## src/rtl/scl_slot_div_pkg.sv

```systemverilog
package scl_slot_div_pkg;
    localparam int CTL_W_DEF      = 16;
    localparam int DIVA_LSB_DEF   = 14;
    localparam int DIVA_W_DEF     = 2;
    localparam int DIVB_LSB_DEF   = 8;
    localparam int DIVB_W_DEF     = 6;
    localparam int SLOTS_DEF      = 22;

    typedef enum logic {
        ST_IDLE = 1'b0,
        ST_RUN  = 1'b1
    } div_state_e;
endpackage

```

## src/rtl/div_stage.sv

```systemverilog
module div_stage #(
    parameter int W = 4
) (
    input  logic         clk,
    input  logic         rst_n,
    input  logic         clr,
    input  logic         step,
    input  logic [W-1:0] limit,
    output logic [W-1:0] count,
    output logic         hit
);
    logic [W-1:0] cnt_q;

    // Fires on the step that finds the counter at its limit
    assign hit   = step && (cnt_q == limit);
    assign count = cnt_q;

    always_ff @(posedge clk or negedge rst_n) begin
        if (!rst_n) begin
            cnt_q <= '0;
        end else if (clr) begin
            cnt_q <= '0;
        end else if (step) begin
            if (cnt_q == limit) cnt_q <= '0;
            else                cnt_q <= cnt_q + 1'b1;
        end
    end
endmodule

```

## src/rtl/scl_slot_div.sv

```systemverilog
module scl_slot_div
    import scl_slot_div_pkg::*;
#(
    parameter int CTL_W    = CTL_W_DEF,
    parameter int DIVA_LSB = DIVA_LSB_DEF,
    parameter int DIVA_W   = DIVA_W_DEF,
    parameter int DIVB_LSB = DIVB_LSB_DEF,
    parameter int DIVB_W   = DIVB_W_DEF,
    parameter int SLOTS    = SLOTS_DEF,
    localparam int SLOT_W  = $clog2(SLOTS)
) (
    input  logic              clk,
    input  logic              rst_n,
    input  logic              run_i,
    input  logic [CTL_W-1:0]  ctl_word,
    output logic              slot_tick_o,
    output logic [SLOT_W-1:0] slot_idx_o,
    output logic              period_end_o
);
    localparam logic [SLOT_W-1:0] SLOT_LAST = SLOT_W'(SLOTS - 1);
    localparam logic [CTL_W-1:0]  FIELD_MASK =
        CTL_W'(((1 << DIVA_W) - 1) << DIVA_LSB) |
        CTL_W'(((1 << DIVB_W) - 1) << DIVB_LSB);

    div_state_e         state_q, state_d;
    logic [DIVA_W-1:0]  lat_a_q;
    logic [DIVB_W-1:0]  lat_b_q;
    logic               active;
    logic               a_en, b_hit, slot_wrap;
    logic [DIVA_W-1:0]  a_cnt;
    logic [DIVB_W-1:0]  b_cnt;
    logic [SLOT_W-1:0]  slot_cnt;
    logic               ctl_unused;

    // Bits outside both fields are reduced and dropped
    assign ctl_unused = ^(ctl_word & ~FIELD_MASK);

    // State register
    always_ff @(posedge clk or negedge rst_n) begin
        if (!rst_n) state_q <= ST_IDLE;
        else        state_q <= state_d;
    end

    // Next state: START, HOLD, STOP, REST
    always_comb begin
        state_d = state_q;
        unique case (state_q)
            ST_IDLE: if (run_i)  state_d = ST_RUN;
            ST_RUN:  if (!run_i) state_d = ST_IDLE;
            default: state_d = ST_IDLE;
        endcase
    end

    // Field capture on the START edge only
    always_ff @(posedge clk or negedge rst_n) begin
        if (!rst_n) begin
            lat_a_q <= '0;
            lat_b_q <= '0;
        end else if (state_q == ST_IDLE && run_i) begin
            lat_a_q <= ctl_word[DIVA_LSB +: DIVA_W];
            lat_b_q <= ctl_word[DIVB_LSB +: DIVB_W];
        end
    end

    assign active = (state_q == ST_RUN) && run_i;

    div_stage #(.W(DIVA_W)) u_stage_a (
        .clk(clk), .rst_n(rst_n), .clr(!active), .step(active),
        .limit(lat_a_q), .count(a_cnt), .hit(a_en)
    );

    div_stage #(.W(DIVB_W)) u_stage_b (
        .clk(clk), .rst_n(rst_n), .clr(!active), .step(a_en),
        .limit(lat_b_q), .count(b_cnt), .hit(b_hit)
    );

    div_stage #(.W(SLOT_W)) u_slot (
        .clk(clk), .rst_n(rst_n), .clr(!active), .step(b_hit),
        .limit(SLOT_LAST), .count(slot_cnt), .hit(slot_wrap)
    );

    // Outputs
    always_comb begin
        slot_tick_o  = 1'b0;
        period_end_o = 1'b0;
        slot_idx_o   = slot_cnt;
        unique case (state_q)
            ST_IDLE: begin
                slot_tick_o  = 1'b0;
                period_end_o = 1'b0;
            end
            ST_RUN: begin
                slot_tick_o  = b_hit;
                period_end_o = slot_wrap;
            end
            default: ;
        endcase
    end

    // captured fields never move while running
    a_r2_fields_held: assert property (@(posedge clk) disable iff (!rst_n)
        (state_q == ST_RUN && run_i) |=> ($stable(lat_a_q) && $stable(lat_b_q)));

    // a slot tick requires the coarse stage to fire in the same cycle
    a_r3_tick_needs_a: assert property (@(posedge clk) disable iff (!rst_n)
        slot_tick_o |-> a_en);

    // fine stage counter stays within the captured limit
    a_r3_b_in_range: assert property (@(posedge clk) disable iff (!rst_n)
        b_cnt <= lat_b_q);

    // a cycle without run leaves every counter at zero
    a_r5_idle_clear: assert property (@(posedge clk) disable iff (!rst_n)
        !run_i |=> (slot_idx_o == '0 && a_cnt == '0 && b_cnt == '0));

    // slot index never passes the last slot
    a_r6_idx_range: assert property (@(posedge clk) disable iff (!rst_n)
        slot_idx_o <= SLOT_LAST);

    // period end is always a tick
    a_r7_end_is_tick: assert property (@(posedge clk) disable iff (!rst_n)
        period_end_o |-> slot_tick_o);

    // after a period end that keeps running, slot 0 follows
    a_r7_wrap_zero: assert property (@(posedge clk) disable iff (!rst_n)
        period_end_o |=> (slot_idx_o == '0));
endmodule

```

## config.mk

```make
export PLATFORM = sky130hd
export DESIGN_NAME = scl_slot_div
export DESIGN_NICKNAME = d
export VERILOG_FILES = /design/src/rtl/scl_slot_div_pkg.sv /design/src/rtl/div_stage.sv /design/src/rtl/scl_slot_div.sv
export SDC_FILE = /design/constraint.sdc
export NUM_CORES = 1
export LEC_CHECK = 0
export ABC_CLOCK_PERIOD_IN_PS = 1600
export CAP_MARGIN = 10
export CORE_MARGIN = 2
export CORE_UTILIZATION = 30
export DETAILED_ROUTE_END_ITERATION = 10
export PLACE_DENSITY = 0.62
export SETUP_SLACK_MARGIN = 0.4
export SLEW_MARGIN = 15
export SYNTH_ARGS = -nofsm -noshare
export SYNTH_HDL_FRONTEND = slang
export SYNTH_SLANG_ARGS = --single-unit
```

## constraint.sdc

```tcl
create_clock -name clk -period 1.6 [get_ports clk]
set_clock_uncertainty 0.15 [all_clocks]
set_input_delay 0.24 -clock clk [delete_from_list [all_inputs] [get_ports clk]]
set_output_delay 0.24 -clock clk [all_outputs]
set_load 0.005 [all_outputs]
```

---- Yosys cells after proc, flatten, opt, wreduce, memory -nomap -nowiden ----
Index checks and enable logic that the tools add are counted.
W data, S select, Z words.
storage, ports and cells
  output and inout port bits .............. 7
  logic and storage cells ................. 31
  input port bits ......................... 19
  register bits ........................... 22
cells by class
  equality and inequality tests ........... 5
  reductions and logical operators ........ 5
  bitwise operators ....................... 1
  add/sub/neg operators ................... 3
  mux-type cells .......................... 11
operators by type and width
  operator               number
  $mux W6                3
  $mux W5                3
  $add A6 B1 Y6 const B  1
  $eq A6 B6 Y1           1
  $add A5 B1 Y5 const B  1
  $eq A5 B5 Y1 const B   1
  $logic_and A1 B1 Y1    5
  $mux W2                2
  $pmux W1 S2            2
  $add A2 B1 Y2 const B  1
  $eq A2 B2 Y1           1
  $ne A2 B1 Y1 const B   1
  $ne A2 B2 Y1 const B   1
  $mux W1                1
  $not A1 Y1             1

---- Longest topological paths before layout ----
  depth after elaboration ................. 5
  gate-level depth with buffers ........... 6
  depth with buffers taken out ............ 6

---- By module ----
From an unflattened synthesis, not the netlist that was laid out.
second synthesis, totals
  cell total of the unflattened synthesis .. 118
  area total of the unflattened synthesis .. 1,322.5 sq um
modules (own cells, without submodules)
  module                 area each (sq um)  times used  cells an instance
  div_stage (u_stage_b)  405.4              1           38
  scl_slot_div           396.6              1           25
  div_stage (u_slot)     389.1              1           41
  div_stage (u_stage_a)  131.4              1           14

---- Worst setup path after synthesis ----
OpenSTA, ideal clock, no wires.
  kind .................................... flip-flop to flip-flop
  from .................................... register u_slot.cnt_q[0], in the netlist u_slot.count[0]
  to ...................................... register u_slot.cnt_q[1], in the netlist u_slot.count[1]
  stages on the path, launching flop included .. 5
  data arrival time ....................... 1.439 ns
  period minus slack after synthesis ...... 1.667 ns
  setup slack ............................. -0.067 ns
  cells stage by stage .................... dfrtp_1 ha_1 and4b_1 or4_1 a21oi_1
between the ends
  cells in the longest elaborated chain, start to end .. 4
RTL lines
  element                                               line                              source
  start, declared                                       div_stage.sv:12                   logic [W-1:0] cnt_q;
  start signal, assigned                                div_stage.sv:25                   else cnt_q <= cnt_q + 1'b1;
  $add A5 B1 Y5 / $eq A5 B5 Y1 (equally long branches)  div_stage.sv:25, div_stage.sv:24
  $mux W5 *                                             div_stage.sv:24                   if (cnt_q == limit) cnt_q <= '0;
  $mux W5 *                                             div_stage.sv:23                   end else if (step) begin
  $mux W5 *                                             div_stage.sv:21                   end else if (clr) begin
Mark *: on every way between the ends. The rest lies on a longest branch, timed or not. The select of a mux whose other input is x is not followed.
A chain may end at the register's enable or synchronous reset.

---- Worst setup path in the final report ----
  from .................................... register lat_a_q[0]
  to ...................................... register u_slot.cnt_q[1], in the netlist u_slot.count[1]
between the ends
  cells in the longest elaborated chain, start to end .. 4
RTL lines
  element                            line                source
  start, declared                    scl_slot_div.sv:26  logic [DIVA_W-1:0] lat_a_q;
  start signal, assigned             scl_slot_div.sv:60  lat_a_q <= ctl_word[DIVA_LSB +: DIVA_W];
  $eq A2 B2 Y1                       div_stage.sv:15     assign hit = step && (cnt_q == limit);
  $logic_and A1 B1 Y1 (2 in series)  div_stage.sv:15
  $ne A2 B2 Y1 (no source line)      --
No other way between the ends.

==> metrics <==
post-synthesis area per instance 11.79 sq um; Max Slew Vio Count 0; vias in the first global route 1045; CP peak stage delay 0.48 ns; top-count cell post-synth dfrtp_1; Rel. slew slack 0.8047; Vias 1038; final hold vios 0; RSZ-0062 raised after global routing yes; Data arrival, critical path 1.91 ns; minimum clock period 1.856 ns; Initial DRC Count 17; syn_nets 122; final setup fails 9; global-route wire length before repair 4.864 mm; Buffers on Ports 17; CTS sink count 22; Unique masters post-synth 32; Sequential Area 551.8 sq um; leakage 0.9507 nW; WL final 2.981 mm; Yosys top cell area share 0.4671; Post-route DRC 0; Yosys reg bits 22; Synth Instances 100; Synth area leaders dfrtp_1, mux2_2, xnor2_2; routability cong. 0.7778; startpoint types flip-flop; Hold Path Class in -> reg; HPWL after DPL 2.034 mm; Hold Slack 0.1745 ns; Die H 66.68 um; CP bufs+invs 1; Flop pwr share 0.427; WP data required 1.66 ns; DR vias/cell 4.740; Net Sw Power 0.3913 mW; P&R area growth vs syn 73.46%; synth cell count leaders dfrtp_1, mux2_2, nand2_1; Comb pwr share 0.293; outcome finished with violations; post-cts hold buffer count 0; CP max-delay cell or4_4; Max Fclk 538.7 MHz; CTS tree done; number of diodes 0; multi-input combinational cell area 768.2 sq um; Main synth FF type dfrtp_1; post-synth top area cell dfrtp_1; Root Buffer clkbuf_8; die span in x 66.68 um; number of enable flip-flop cells after synthesis 0; initial antenna violation count 0; GRT Overall Usage 0.1487; sequential-to-total area share from yosys stat 0.4671; Worst-path clk slew 0.09 ns; Slew @ Worst Pin 0.2929 ns; clk_lat worst skew 0.27 ns; failing checks setup timing; Net Sw Frac 0.2650; # rows 22; DR pass1 iterations 4; VDD IR max 335.9 uV; CTS H-Tree Depth 1; largest net degree at the start of global routing 23; filler cell count in the final layout 339; Num CTS Buffers 3; CP Max Fanout 5; Worst path top cell family by delay simple AND/OR/NAND/NOR gates; core footprint 3716 sq um; asr flop ratio synth 1.000; crit-path cells xnor2_2 -> buf_4 -> nand4_1 -> or4_4 -> a21oi_2; full die area 4446 sq um; wire per inst 13.61 um; critical path class reg -> reg; Max-Cap Viols 0; synth warn 0; final worst slack -0.2564 ns; Starting Density 0.3172; CTS Buffer Depth 2; num ports 26; fin crit share 1.160; PwrDens 722.1 nW/um^2; total internal power 1.085 mW; CP Capture Type flip-flop; clock power share 0.280; Synth Cell Area 1179 sq um; post-route ant nets 0; Final Non-Filler Cells 219; # placed instances 203; grt ovf 0; share of post-route cells with drive strength above 1 0.5906; # nets final 194
through the flow:
| step | power, mW | cell area, sq um | setup WS (ns) | util | setup TNS [ns] |
|---|---|---|---|---|---|
| after floorplan | 0.8078 | 1261 | -0.02827 | - | -0.03978 |
| after global placement | 0.9847 | 1770 | -0.4538 | 0.4764 | -4.102 |
| after detailed placement | 0.9937 | 1770 | -0.4852 | 0.4764 | -4.741 |
| after CTS | 1.453 | 1971 | -0.2203 | 0.5303 | -1.433 |
| after global routing | 1.542 | 2044 | -0.3428 | 0.5502 | -2.534 |
| final | 1.476 | 2044 | -0.2564 | 0.5502 | -1.500 |
layout make-up:
type / instances / area share
Multi-Input combinational cell: 74 / 0.3758
Tap cell: 48 / 0.02938
Inverter: 3 / 0.005508
Sequential cell: 22 / 0.2699
Timing Repair Buffer: 68 / 0.2925
Clock buffer: 4 / 0.02693
placed cells by master, fill, tap and decap left out, types with 2 or more instances in the layout:
master	count
a21oi_2	2
a221o_1	2
a22o_1	3
and2_2	2
buf_2	3
buf_4	37
buf_6	17
clkbuf_8	4
clkdlybuf4s50_1	9
dfrtp_1	21
ha_1	2
inv_1	3
mux2_4	8
nand2_1	6
nand3_1	3
nand4b_1	2
nor2b_4	2
nor3_2	3
o21ai_0	3
o221a_1	2
or4_4	2
xnor2_1	2
xnor2_2	7
xor2_1	2
timing repair:
| action | 4_1_cts | 5_1_grt |
|---|---|---|
| pin swaps | 11 | 8 |
| cloned | 0 | 0 |
| gates resized for setup | 54 | 8 |
| buffers inserted | 8 | 4 |
| setup endpoints to repair | 28 | 28 |
kinds of logic after synthesis:
kind of cell / after synthesis / share of synthesized area
compound gates: 16 / 0.1062
xor+xnor: 11 / 0.1136
mux: 10 / 0.09448
fa+ha+maj: 3 / 0.03185
buf+inv: 4 / 0.01274
flops: 22 / 0.4671
simple gates: 34 / 0.1741
per-layer routing:
| layer | wire length [um] | track usage | up-vias |
|---|---|---|---|
| met2 | 1535 | 0.2563 | 17 |
| li1 | - | - | 509 |
| met3 | 66 | 0.01520 | 7 |
| met4 | 81 | 0.06888 | 0 |
| met1 | 1297 | 0.1858 | 505 |
| met5 | 0 | 0 | - |
state kept, by name (all words and copies together) (netlist names):
register         cells
u_stage_a.count      2
lat_b_q              6
lat_a_q              2
u_stage_b.count      6
state_q              1
u_slot.count         5
path summary, 6_finish.rpt:
kind                       startpoint                  to  slack, ns  depth (start not counted)
setup reg to reg           lat_a_q[0]     u_slot.count[1]      -0.26                          5
hold reg to reg            lat_a_q[1]          lat_a_q[1]       0.42                          1
hold / removal                  run_i             state_q       0.17                          2
min in group asynchronous       rst_n          lat_a_q[1]       0.18                          2
setup / recovery           lat_a_q[0]     u_slot.count[1]      -0.26                          5
max in group asynchronous       rst_n  u_stage_b.count[3]       0.86                          2
power by group through the flow:
stage	registers, mW	logic, mW	clock network, mW
after floorplan	0.637	0.171	0
final	0.631	0.432	0.413
after global placement	0.641	0.344	0
after detailed placement	0.641	0.353	0
after CTS	0.630	0.403	0.420
after global routing	0.637	0.462	0.443
worst register-to-register path, delay by kind of cell (launching register included):
kind	cells	cell delay, ns
flops	1	0.42
compound gates	1	0.13
simple gates	2	0.68
xor+xnor	1	0.25
buf+inv	1	0.16
(Power assumes the default switching activity.)
